**src/rtl/pkt_asm_pkg.sv**
```systemverilog
`timescale 1ns/1ps
package pkt_asm_pkg;
    localparam int unsigned PAYLOAD_W   = 7;
    localparam int unsigned MAX_CHARS   = 24;
    localparam int unsigned MIN_CHARS   = 12;
    localparam int unsigned IDLE_LIMIT  = 20;

    typedef struct packed {
        logic frame;
        logic short_pkt;
        logic overflow;
        logic lost;
    } pkt_flags_t;
endpackage

```
**src/rtl/pkt_frame_check.sv**
```systemverilog
`timescale 1ns/1ps
// Splits a character into its marker and payload and judges the marker.
module pkt_frame_check #(
    parameter int unsigned PAYLOAD_W = 7,
    localparam int unsigned CHAR_W  = PAYLOAD_W + 1
) (
    input  logic [CHAR_W-1:0]    chr,
    input  logic                 is_first,
    output logic [PAYLOAD_W-1:0] payload,
    output logic                 mismatch
);
    logic marker;

    always_comb begin
        marker   = chr[CHAR_W-1];
        payload  = chr[PAYLOAD_W-1:0];
        // leading character carries the marker, the rest must not
        mismatch = is_first ? ~marker : marker;
    end
endmodule

```
**src/rtl/pkt_idle_timer.sv**
```systemverilog
`timescale 1ns/1ps
// Counts idle bit periods after the last character of an open packet.
module pkt_idle_timer #(
    parameter int unsigned IDLE_LIMIT = 20,
    localparam int unsigned CNT_W = $clog2(IDLE_LIMIT + 1)
) (
    input  logic clk,
    input  logic rst_n,
    input  logic active,
    input  logic chr_valid,
    input  logic idle_tick,
    output logic expire
);
    logic [CNT_W-1:0] cnt_d, cnt_q;

    always_comb begin
        cnt_d  = cnt_q;
        expire = 1'b0;
        if (chr_valid || !active) begin
            cnt_d = '0;
        end else if (idle_tick) begin
            if (cnt_q == CNT_W'(IDLE_LIMIT)) begin
                expire = 1'b1;
                cnt_d  = '0;
            end else begin
                cnt_d = cnt_q + 1'b1;
            end
        end
    end

    always_ff @(posedge clk) begin
        if (!rst_n) cnt_q <= '0;
        else        cnt_q <= cnt_d;
    end

    p_char_restarts_gap_r3: assert property (@(posedge clk) disable iff (!rst_n)
        chr_valid |=> cnt_q == '0);
    p_gap_bounded_r3: assert property (@(posedge clk) disable iff (!rst_n)
        cnt_q <= CNT_W'(IDLE_LIMIT));
endmodule

```
**src/rtl/pkt_store.sv**
```systemverilog
`timescale 1ns/1ps
// Payload buffer: one write port, one combinational read port.
module pkt_store #(
    parameter int unsigned DEPTH  = 24,
    parameter int unsigned WIDTH  = 7,
    localparam int unsigned IDX_W = $clog2(DEPTH)
) (
    input  logic             clk,
    input  logic             rst_n,
    input  logic             we,
    input  logic [IDX_W-1:0] waddr,
    input  logic [WIDTH-1:0] wdata,
    input  logic [IDX_W-1:0] raddr,
    output logic [WIDTH-1:0] rdata
);
    logic [WIDTH-1:0] mem_d [DEPTH];
    logic [WIDTH-1:0] mem_q [DEPTH];

    always_comb begin
        for (int i = 0; i < DEPTH; i++) begin
            mem_d[i] = mem_q[i];
            if (we && (waddr == IDX_W'(i))) mem_d[i] = wdata;
        end
        rdata = '0;
        for (int i = 0; i < DEPTH; i++) begin
            if (raddr == IDX_W'(i)) rdata = mem_q[i];
        end
    end

    always_ff @(posedge clk) begin
        for (int i = 0; i < DEPTH; i++) begin
            if (!rst_n) mem_q[i] <= '0;
            else        mem_q[i] <= mem_d[i];
        end
    end

    p_write_lands_r2: assert property (@(posedge clk) disable iff (!rst_n)
        (we && waddr == raddr) |=> (rdata == $past(wdata)) || (raddr != $past(raddr)));
endmodule

```
**src/rtl/pkt_assembler.sv**
```systemverilog
`timescale 1ns/1ps
module pkt_assembler
    import pkt_asm_pkg::*;
#(
    parameter int unsigned P_W    = PAYLOAD_W,
    parameter int unsigned N_MAX  = MAX_CHARS,
    parameter int unsigned N_MIN  = MIN_CHARS,
    parameter int unsigned GAP    = IDLE_LIMIT,
    localparam int unsigned CHAR_W = P_W + 1,
    localparam int unsigned CNT_W  = $clog2(N_MAX + 1),
    localparam int unsigned IDX_W  = $clog2(N_MAX)
) (
    input  logic              clk,
    input  logic              rst_n,
    input  logic              chr_valid,
    input  logic [CHAR_W-1:0] chr_data,
    input  logic              idle_tick,
    input  logic              rd_release,
    input  logic [IDX_W-1:0]  rd_idx,
    output logic              pkt_ready,
    output logic [CNT_W-1:0]  pkt_len,
    output logic [P_W-1:0]    rd_payload,
    output logic              err_frame,
    output logic              err_short,
    output logic              err_overflow,
    output logic              err_lost
);
    typedef struct packed {
        logic             active;
        logic             ready;
        logic [CNT_W-1:0] cnt;
        pkt_flags_t       pend;
        logic [CNT_W-1:0] len;
        pkt_flags_t       flags;
    } asm_state_t;

    asm_state_t st_d, st_q;

    logic             expire;
    logic [P_W-1:0]   chr_payload;
    logic             chr_mismatch;
    logic             we;
    logic [IDX_W-1:0] waddr;

    pkt_frame_check #(.PAYLOAD_W(P_W)) u_check (
        .chr      (chr_data),
        .is_first (!st_q.active),
        .payload  (chr_payload),
        .mismatch (chr_mismatch)
    );

    pkt_idle_timer #(.IDLE_LIMIT(GAP)) u_timer (
        .clk       (clk),
        .rst_n     (rst_n),
        .active    (st_q.active),
        .chr_valid (chr_valid),
        .idle_tick (idle_tick),
        .expire    (expire)
    );

    pkt_store #(.DEPTH(N_MAX), .WIDTH(P_W)) u_store (
        .clk   (clk),
        .rst_n (rst_n),
        .we    (we),
        .waddr (waddr),
        .wdata (chr_payload),
        .raddr (rd_idx),
        .rdata (rd_payload)
    );

    always_comb begin
        st_d  = st_q;
        we    = 1'b0;
        waddr = IDX_W'(st_q.cnt);
        if (chr_valid) begin
            if (!st_q.active) begin
                // opening character: restart buffer, note an unread packet
                st_d.active         = 1'b1;
                st_d.ready          = 1'b0;
                st_d.cnt            = CNT_W'(1);
                st_d.pend.frame     = chr_mismatch;
                st_d.pend.short_pkt = 1'b0;
                st_d.pend.overflow  = 1'b0;
                st_d.pend.lost      = st_q.ready;
                we                  = 1'b1;
                waddr               = '0;
            end else begin
                st_d.pend.frame = st_q.pend.frame | chr_mismatch;
                if (st_q.cnt == CNT_W'(N_MAX)) begin
                    st_d.pend.overflow = 1'b1;
                end else begin
                    we       = 1'b1;
                    st_d.cnt = st_q.cnt + 1'b1;
                end
            end
        end else if (expire) begin
            st_d.active          = 1'b0;
            st_d.ready           = 1'b1;
            st_d.len             = st_q.cnt;
            st_d.flags           = st_q.pend;
            st_d.flags.short_pkt = (st_q.cnt < CNT_W'(N_MIN));
        end else if (rd_release) begin
            st_d.ready = 1'b0;
        end
    end

    always_ff @(posedge clk) begin
        if (!rst_n) st_q <= '0;
        else        st_q <= st_d;
    end

    always_comb begin
        pkt_ready    = st_q.ready;
        pkt_len      = st_q.len;
        err_frame    = st_q.flags.frame;
        err_short    = st_q.flags.short_pkt;
        err_overflow = st_q.flags.overflow;
        err_lost     = st_q.flags.lost;
    end

    p_ready_on_expiry_r3: assert property (@(posedge clk) disable iff (!rst_n)
        $rose(pkt_ready) |-> $past(expire));
    p_len_in_range_r4: assert property (@(posedge clk) disable iff (!rst_n)
        pkt_ready |-> (pkt_len >= CNT_W'(1)) && (pkt_len <= CNT_W'(N_MAX)));
    p_short_matches_len_r6: assert property (@(posedge clk) disable iff (!rst_n)
        pkt_ready |-> (err_short == (pkt_len < CNT_W'(N_MIN))));
    p_no_overflow_r7: assert property (@(posedge clk) disable iff (!rst_n)
        st_q.cnt <= CNT_W'(N_MAX));
    p_full_discards_r7: assert property (@(posedge clk) disable iff (!rst_n)
        (st_q.active && chr_valid && st_q.cnt == CNT_W'(N_MAX)) |=> st_q.cnt == CNT_W'(N_MAX));
    p_restart_drops_ready_r8: assert property (@(posedge clk) disable iff (!rst_n)
        (pkt_ready && chr_valid) |=> (!pkt_ready && st_q.pend.lost));
    p_release_clears_r9: assert property (@(posedge clk) disable iff (!rst_n)
        (pkt_ready && rd_release && !chr_valid) |=> !pkt_ready && $stable(pkt_len));
    p_idle_no_effect_r10: assert property (@(posedge clk) disable iff (!rst_n)
        (!st_q.active && !chr_valid && !rd_release) |=> $stable(pkt_ready) && $stable(pkt_len));
endmodule

```
**config.mk**
```make
export PLATFORM = sky130hd
export DESIGN_NAME = pkt_assembler
export DESIGN_NICKNAME = d
export VERILOG_FILES = /design/src/rtl/pkt_asm_pkg.sv /design/src/rtl/pkt_frame_check.sv /design/src/rtl/pkt_idle_timer.sv /design/src/rtl/pkt_store.sv /design/src/rtl/pkt_assembler.sv
export SDC_FILE = /design/constraint.sdc
export NUM_CORES = 1
export LEC_CHECK = 0
export BUFFER_PORTS_ARGS = -buffer_cell sky130_fd_sc_hd__buf_2
export CAP_MARGIN = 20
export CORE_UTILIZATION = 40
export CTS_BUF_LIST = sky130_fd_sc_hd__clkbuf_8
export CTS_CLUSTER_SIZE = 20
export DETAILED_ROUTE_END_ITERATION = 10
export GPL_TIMING_DRIVEN = 0
export HOLD_SLACK_MARGIN = 0.03
export PLACE_DENSITY_LB_ADDON = 0.15
export SYNTH_ARGS = -nofsm -noshare
export SYNTH_HDL_FRONTEND = slang
export SYNTH_SLANG_ARGS = --single-unit
```
**constraint.sdc**
```tcl
create_clock -name clk -period 2.7 [get_ports clk]
set_input_delay 0.135 -clock clk [delete_from_list [all_inputs] [get_ports clk]]
set_output_delay 0.135 -clock clk [all_outputs]
set_load 0.005 [all_outputs]
```
==> results.md, run 1 <==
* Syn avg cell area at 9.112 um^2
* Finished Layout Cells at roughly 1400
* DPL Wire Length at between 20000 and 25000 um
* Data required, critical path at 2.57 ns
* WS Path Type: primary input to output port
* Yosys warnings at 0
* Rows at 56
* Fin Hold WS at between 0.04 and 0.05 ns
* Final Hold Vio Count at 0
* Share of cells above drive strength 1 at about 12%
* Syn Nets at 1076
* CP bufs+invs at 4
* Crit path top cell by count: buf_2
* Post-DR vias/cell at 5.682
* DR pass1 iterations at 8
* I/O pin count at 35
* Final Skew at around 0.011 ns
* Final Cycle Share at 101.2%
* Largest cells by area after synthesis: dfxtp_1 (40%), mux2i_1 (18%), nor2b_1 (12%)
* ANT cells at 0
* Peak supply drop at roughly 0.00023 V
* Power Density at just under 500 nW/um^2
* Clock sink count at 192
* Async SR Flop Fraction at 0%
* Total number of vias at between 8000 and 9000
* LEAKAGE at 0.003887 uW
* Initial core utilization at between 40% and 50%
* Failing checks: setup timing
* Wirelength per Cell at about 24 um
* Area leader, netlist: dfxtp_1
* Residual DRC count at 0
* Arrival time at the worst endpoint at about 2.6 ns
* Crit. End Element: output port
* Area of the multi-input gates at ~5400 um^2
* WL final at between 30000 and 40000 um
* Crit-path max cell delay at between 0.4 and 0.5 ns
* Setup violations, final at 1
* Largest net degree at the start of global routing at 18
* Setup TNS at -0.03211 ns
* Antenna violations before repair at 0
* First-pass GRT wire length at 50210 um
* Post-synth EDFFs at 0
* Worst Tran Pin Value at around 1.1 ns
* Die Span X at 157.0 um
* Cell Area, Synth at approximately 9600 um^2
* Critical-path top delay cell: o221ai_2
* Final core utilization at a little under half
* Commonest non-fill, non-tap cell in the layout: dfxtp_1
* Clk_lat worst skew at roughly 0.50 ns
* Crit path max fanout at 10
* Hold path startpoint: idle_tick
* # fillers at approximately 2400
* Antenna Violating Nets Remaining at 0
* Worst setup SP type: primary input
* Gr usage total at around 28%
* Worst Setup SP: rd_idx[0]
* Crit path time final at approximately 2.7 ns
* Postcts setup bufs at 0
* Switch share at 29.57%
* Drt first-iter violations at between 700 and 800
* Slew Limit Fails at 0
* Distinct cells, synth at a little over 60
* Sequential area share after synthesis at 40.02%
* Area occupied by registers at ~3800 um^2
* Buffers on Ports at 32
* CTS tree: yes
* Gr ovfl total at 0
* Delay-heaviest family, CP: compound AO/OA/AOI/OAI gates
* Core area at 23540 um^2
* Area grow syn2layout at 10.75%
* FF+latch count, synth at between 150 and 200
* Critical-path cell list: buf_2 -> buf_2 -> inv_1 -> nand2_1 -> o221ai_2 -> nand3_1 -> a211oi_1 -> a221oi_1 -> buf_2
* Worst slew margin at a little over a quarter
* Hold WC Path Type: primary input to flop
* DP Cell Count at 1405
* Total CTS buffers at 17
* Commonest cells after routing, fill and taps aside: dfxtp_1 (192), nor2b_1 (182), mux2i_1 (176)
* RSZ-0062 raised after global routing: true
* Flop pwr share at a little over half
* Clk buf depth at 2
* Ys flop type: dfxtp_1
* Final #Nets at around 1100
* Fmax at 366.0 MHz
* CTS Root Cell: clkbuf_8
* Clock transition at the registers of the reported paths at about 0.10 ns
* DIE HEIGHT at between 150 and 200 um
* GPL Wtd Cong at between 0.9 and 1
* Worst setup margin at -0.03211 ns
* NetSw at about 1600 uW
* Maxcap violations at 0
* Overall Power at between 5000 and 6000 uW
* Clock share of power at around a third
* Synth top area share at 40.02%
* Internal power at 3706 uW
* Status: complete, but fails checks
* Vias in the first global route at between 7000 and 8000
* Cells after Synth at about 1100
* H-tree levels at 4
* Worst reg2reg startpoint: st_q[13]
* Die area at 24630 um^2
* Gate power share at 11.1%
## area by class of cell
cell class,count,area share (%)
tap,319,3.752
timing repair buffer,41,2.353
inverter,17,0.5999
multi-input combinational,764,50.49
clock buffer,18,2.329
sequential,192,36.14
buffer,81,3.341
clock inverter,13,0.9999
## final timing paths
path                            slack, ns  cells after the start                   to
worst min-delay path                 0.05                      3     u_timer.cnt_q[1]
worst max-delay path                -0.03                      9        rd_payload[2]
worst max register to register       0.18                      5  u_store.mem_q[2][0]
worst min register to register       0.48                      2  u_store.mem_q[4][0]
## tightest hold or removal path: stages
cell and delay, ns:
clkbuf_1 0.15, mux2i_1 0.15, nor2_1 0.08
## stage by stage
stage                     cell area, um^2  worst slack, ns
after detailed placement            10160          -0.1437
final                               10640         -0.03211
after CTS                           10620          0.02332
after floorplan                      9604           0.9105
after global routing                10640         -0.01230
after global placement              10160          -0.2138
## power groups by stage
stage,sequential [uW],combinational [uW],clock [uW]
6_report,2860,582,1820
3_5_place_dp,2920,548,0
4_1_cts,2860,563,1840
2_1_floorplan,2920,320,0
5_1_grt,2860,608,1970
3_3_place_gp,2920,552,0
## kinds of logic after synthesis
group | after synthesis | share of synthesized area (%)
adders and majority gates | 4 | 0.5211
muxes | 187 | 19.98
buffers and inverters | 98 | 4.260
AOI/OAI and AO/OA | 167 | 11.43
xor gates and xnor gates | 4 | 0.3648
and+or+nand+nor | 402 | 23.42
DFF | 192 | 40.02
## sequential cells by signal, summed over array words and instances, names as in the netlist
| register | cells |
|---|---|
| err_frame | 1 |
| err_lost | 1 |
| err_overflow | 1 |
| err_short | 1 |
| pkt_len | 5 |
| pkt_ready | 1 |
| st_q | 9 |
| u_store.mem_q | 168 |
| u_timer.cnt_q | 5 |
## synthesized netlist by cell type, types with 3 or more instances
cell type,n
nor2b_1,184
o2bb2ai_1,4
a21boi_0,17
o221ai_1,3
nand3_1,41
nand3_2,3
nor2_2,12
a21oi_1,35
a211oi_1,4
mux2i_1,176
clkbuf_1,57
nand2b_1,11
mux4_2,3
o32ai_1,5
nand2_1,62
and3_1,3
or2_2,4
buf_2,18
dfxtp_1,192
inv_1,16
mux2_2,8
nor3_4,3
o22ai_1,11
o21ai_0,41
a22oi_1,6
nor3_1,13
xor2_1,3
ha_1,4
nand3b_1,3
a31oi_1,8
a32oi_1,7
buf_4,5
o211ai_1,5
a32o_1,3
or3_1,5
nand4_1,7
nor2_1,40
a221oi_1,4
## what timing repair did
| item | CTS | global route |
|---|---|---|
| gates resized for setup | 5 | 7 |
| hold endpoints to repair | 27 | 0 |
| cloned | 0 | 0 |
| setup endpoints to repair | 6 | 7 |
| hold buffers | 9 | 0 |
## layer usage
| metal | GRT usage, % | wire length [um] |
|---|---|---|
| met1 | 39.06 | 15520 |
| met2 | 44.57 | 15440 |
| met3 | 5.782 | 2403 |
| met4 | 8.870 | 873 |
| met5 | 0 | 0 |
No activity file was read; power rests on OpenSTA's default activity.
==> inputs of run 2 (changes only) <==
--- a/config.mk
+++ b/config.mk
@@ -7,7 +7,7 @@
 export LEC_CHECK = 0
 export BUFFER_PORTS_ARGS = -buffer_cell sky130_fd_sc_hd__buf_2
 export CAP_MARGIN = 20
-export CORE_UTILIZATION = 40
+export CORE_UTILIZATION = 60
 export CTS_BUF_LIST = sky130_fd_sc_hd__clkbuf_8
 export CTS_CLUSTER_SIZE = 20
 export DETAILED_ROUTE_END_ITERATION = 10
==> results.md, run 2 (synthesized netlist as in run 1, its figures left out) <==
* Commonest cells after routing, fill and taps aside: dfxtp_1 (192), nor2b_1 (184), mux2i_1 (176)
* DP Area at 10030 um^2 (-1.3%)
* Clock transition at the registers of the reported paths at 0.11 ns (about the same)
* Postcts setup bufs at 0 (unchanged)
* Data required, critical path at 2.57 ns (about the same)
* Total number of vias at 8392 (+2.2%)
* Worst Setup SP: rd_idx[0]
* Gr ovfl total at 0 (unchanged)
* CTS Root Cell: clkbuf_8
* Worst Tran Pin Value at 1.057 ns (-0.04420 ns)
* Peak supply drop at 0.0005154 V (+130%)
* Biggest register: u_store.mem_q
* Final Skew at 0.01045 ns (-0.0006385 ns)
* Hold path depth at 3 (unchanged)
* Die area at 16520 um^2 (-33%)
* NetSw at 1573 uW (+1.1%)
* DIE HEIGHT at 128.5 um (-18%)
* LEAKAGE at 0.003886 uW (about the same)
* Fin Hold WS at 0.04370 ns (-0.005903 ns)
* Clock sink count at 192 (unchanged)
* Reg2Reg Setup Slack at 0.31 ns (+0.13 ns)
* Die Span X at 128.5 um (-18%)
* Drt first-iter violations at 1127 (+56%)
* Clk_lat worst skew at 0.49 ns (about the same)
* Worst slew margin at 29.51% (+3.5 points)
* Fmax at 364.3 MHz (-0.48%)
* Internal power at 3708 uW (about the same)
* Gate power share at 10.9% (-0.2 points)
* R2r endpoint: u_store.mem_q[2][4]
* Share of cells above drive strength 1 at 11.28% (-0.27 points)
* Worst reg2reg startpoint: st_q[13]
* Buffers on Ports at 32 (unchanged)
* Largest register FFs at 168 (unchanged)
* CTS tree: yes
* H-tree levels at 4 (unchanged)
* Worst setup margin at -0.04516 ns (-0.01305 ns)
* GPL Wtd Cong at 1.036 (+6.8%)
* First-pass GRT wire length at 47960 um (-4.5%)
* Total CTS buffers at 17 (unchanged)
* Hold WC Path Type: primary input to flop
* WS Path Type: primary input to output port
* Power Density at 503.0 nW/um^2 (+1.7%)
* Antenna violations before repair at 1 (+1)
* Area grow syn2layout at 9.315%
* Final core utilization at 68.05% (+23 points)
* ANT cells at 0 (unchanged)
* Maxcap violations at 0 (unchanged)
* Post-DR vias/cell at 6.277 (+10%)
* Core area at 15430 um^2 (-34%)
* Largest net degree at the start of global routing at 20 (+2)
* Clk buf depth at 2 (unchanged)
* WL final at 32320 um (-5.6%)
* Flop pwr share at 54.1% (-0.2 points)
* I/O pin count at 35 (unchanged)
* Clock share of power at 35.1% (+0.4 points)
* Rows at 45 (-20%)
* Initial core utilization at 62.25% (+21 points)
* Residual DRC count at 0 (unchanged)
* Final #Nets at 1135 (-0.088%)
* Vias in the first global route at 7840 (+2.6%)
* Wirelength per Cell at 24.17 um (+2.0%)
* WHS Endpoint: u_timer.cnt_q[0]
* Worst setup SP type: primary input
* DPL Wire Length at 22980 um (-4.5%)
* Gr usage total at 40.19% (+12 points)
* Final Hold Vio Count at 0 (unchanged)
* Failing checks: setup timing
* Switch share at 29.79% (+0.22 points)
* Design area at 10500 um^2 (-1.3%)
* Final Cycle Share at 101.7% (+0.48 points)
* Arrival time at the worst endpoint at 2.61 ns (about the same)
* Biggest regs: u_store.mem_q x168, st_q x9
* RSZ-0062 raised after global routing: true
* Crit path max fanout at 10 (unchanged)
* Status: complete, but fails checks
* Hold path startpoint: idle_tick
* Antenna Violating Nets Remaining at 0 (unchanged)
* Setup violations, final at 2 (+1)
* Crit path time final at 2.745 ns (+0.01305 ns)
* DR pass1 iterations at 5 (-3)
* Worst Reg-to-Reg Cells at 5 (unchanged)
* Slew Limit Fails at 0 (unchanged)
* Commonest non-fill, non-tap cell in the layout: dfxtp_1
* Crit. End Element: output port
==> run 2: changes by cell type in the layout (fill, tap and decap cells not counted), sizes merged <==
cell / change
buf: -1
dlygate4sd3: -1
inv: +2
==> run 2: cell type report <==
type | count | area (um^2)
Buffer | 81 | 351.6
Inverter | 17 | 63.81
Sequential cell | 192 | 3844
Clock inverter | 15 | 142.6
Timing Repair Buffer | 40 | 240.2
Clock buffer | 17 | 234.0
Multi-Input combinational cell | 764 | 5359
Fill cell | 1377 | 4928
Tap cell | 211 | 264.0
==> run 2: metrics by stage <==
stage	total power, uW	worst slack [ns]	setup TNS, ns	cells
after floorplan	3238	0.9105	0	1054
after global placement	3456	-0.06580	-0.1542	1297
after detailed placement	3454	-0.08217	-0.1201	1297
after CTS	5251	0.03510	0	1337
after global routing	5417	-0.0003464	-0.0003464	1337
final	5281	-0.04516	-0.06694	1337
==> run 2: power by group through the flow <==
| stage | sequential (uW) | combinational [uW] | clock [uW] |
|---|---|---|---|
| finish | 2860 | 574 | 1850 |
| detailed placement | 2920 | 534 | 0 |
| CTS | 2860 | 545 | 1850 |
| global placement | 2920 | 536 | 0 |
| floorplan | 2920 | 320 | 0 |
| global route | 2860 | 590 | 1970 |
==> run 2: timing repair <==
item	in CTS	in global routing
endpoints found under the setup margin	3	3
pin swaps	0	0
endpoints found under the hold margin	10	0
resized for setup	1	7
hold buffers	8	0
==> run 2: worst max-delay path by stage <==
stage / slack, ns / end
after global routing: -0.0003 / rd_payload[4]
final: -0.05 / rd_payload[2]
after global placement: -0.07 / rd_payload[4]
after CTS: 0.04 / rd_payload[2]
after detailed placement: -0.08 / rd_payload[4]
after floorplan: 0.91 / u_store.mem_q[8][0]
==> run 2: metal layers <==
layer / wire, um / global-route usage, %
met2: 13710 / 59.40
met3: 3032 / 10.02
met4: 1752 / 20.62
met1: 13820 / 54.38
met5: 0 / 0
==> run 2: critical path: stages <==
cell and delay (ns):
buf_2 0.11, buf_2 0.32, buf_2 0.39, clkbuf_4 0.37, buf_2 0.34, nor3_1 0.09, o21ai_0 0.44, a221oi_1 0.21
buf_2 0.17
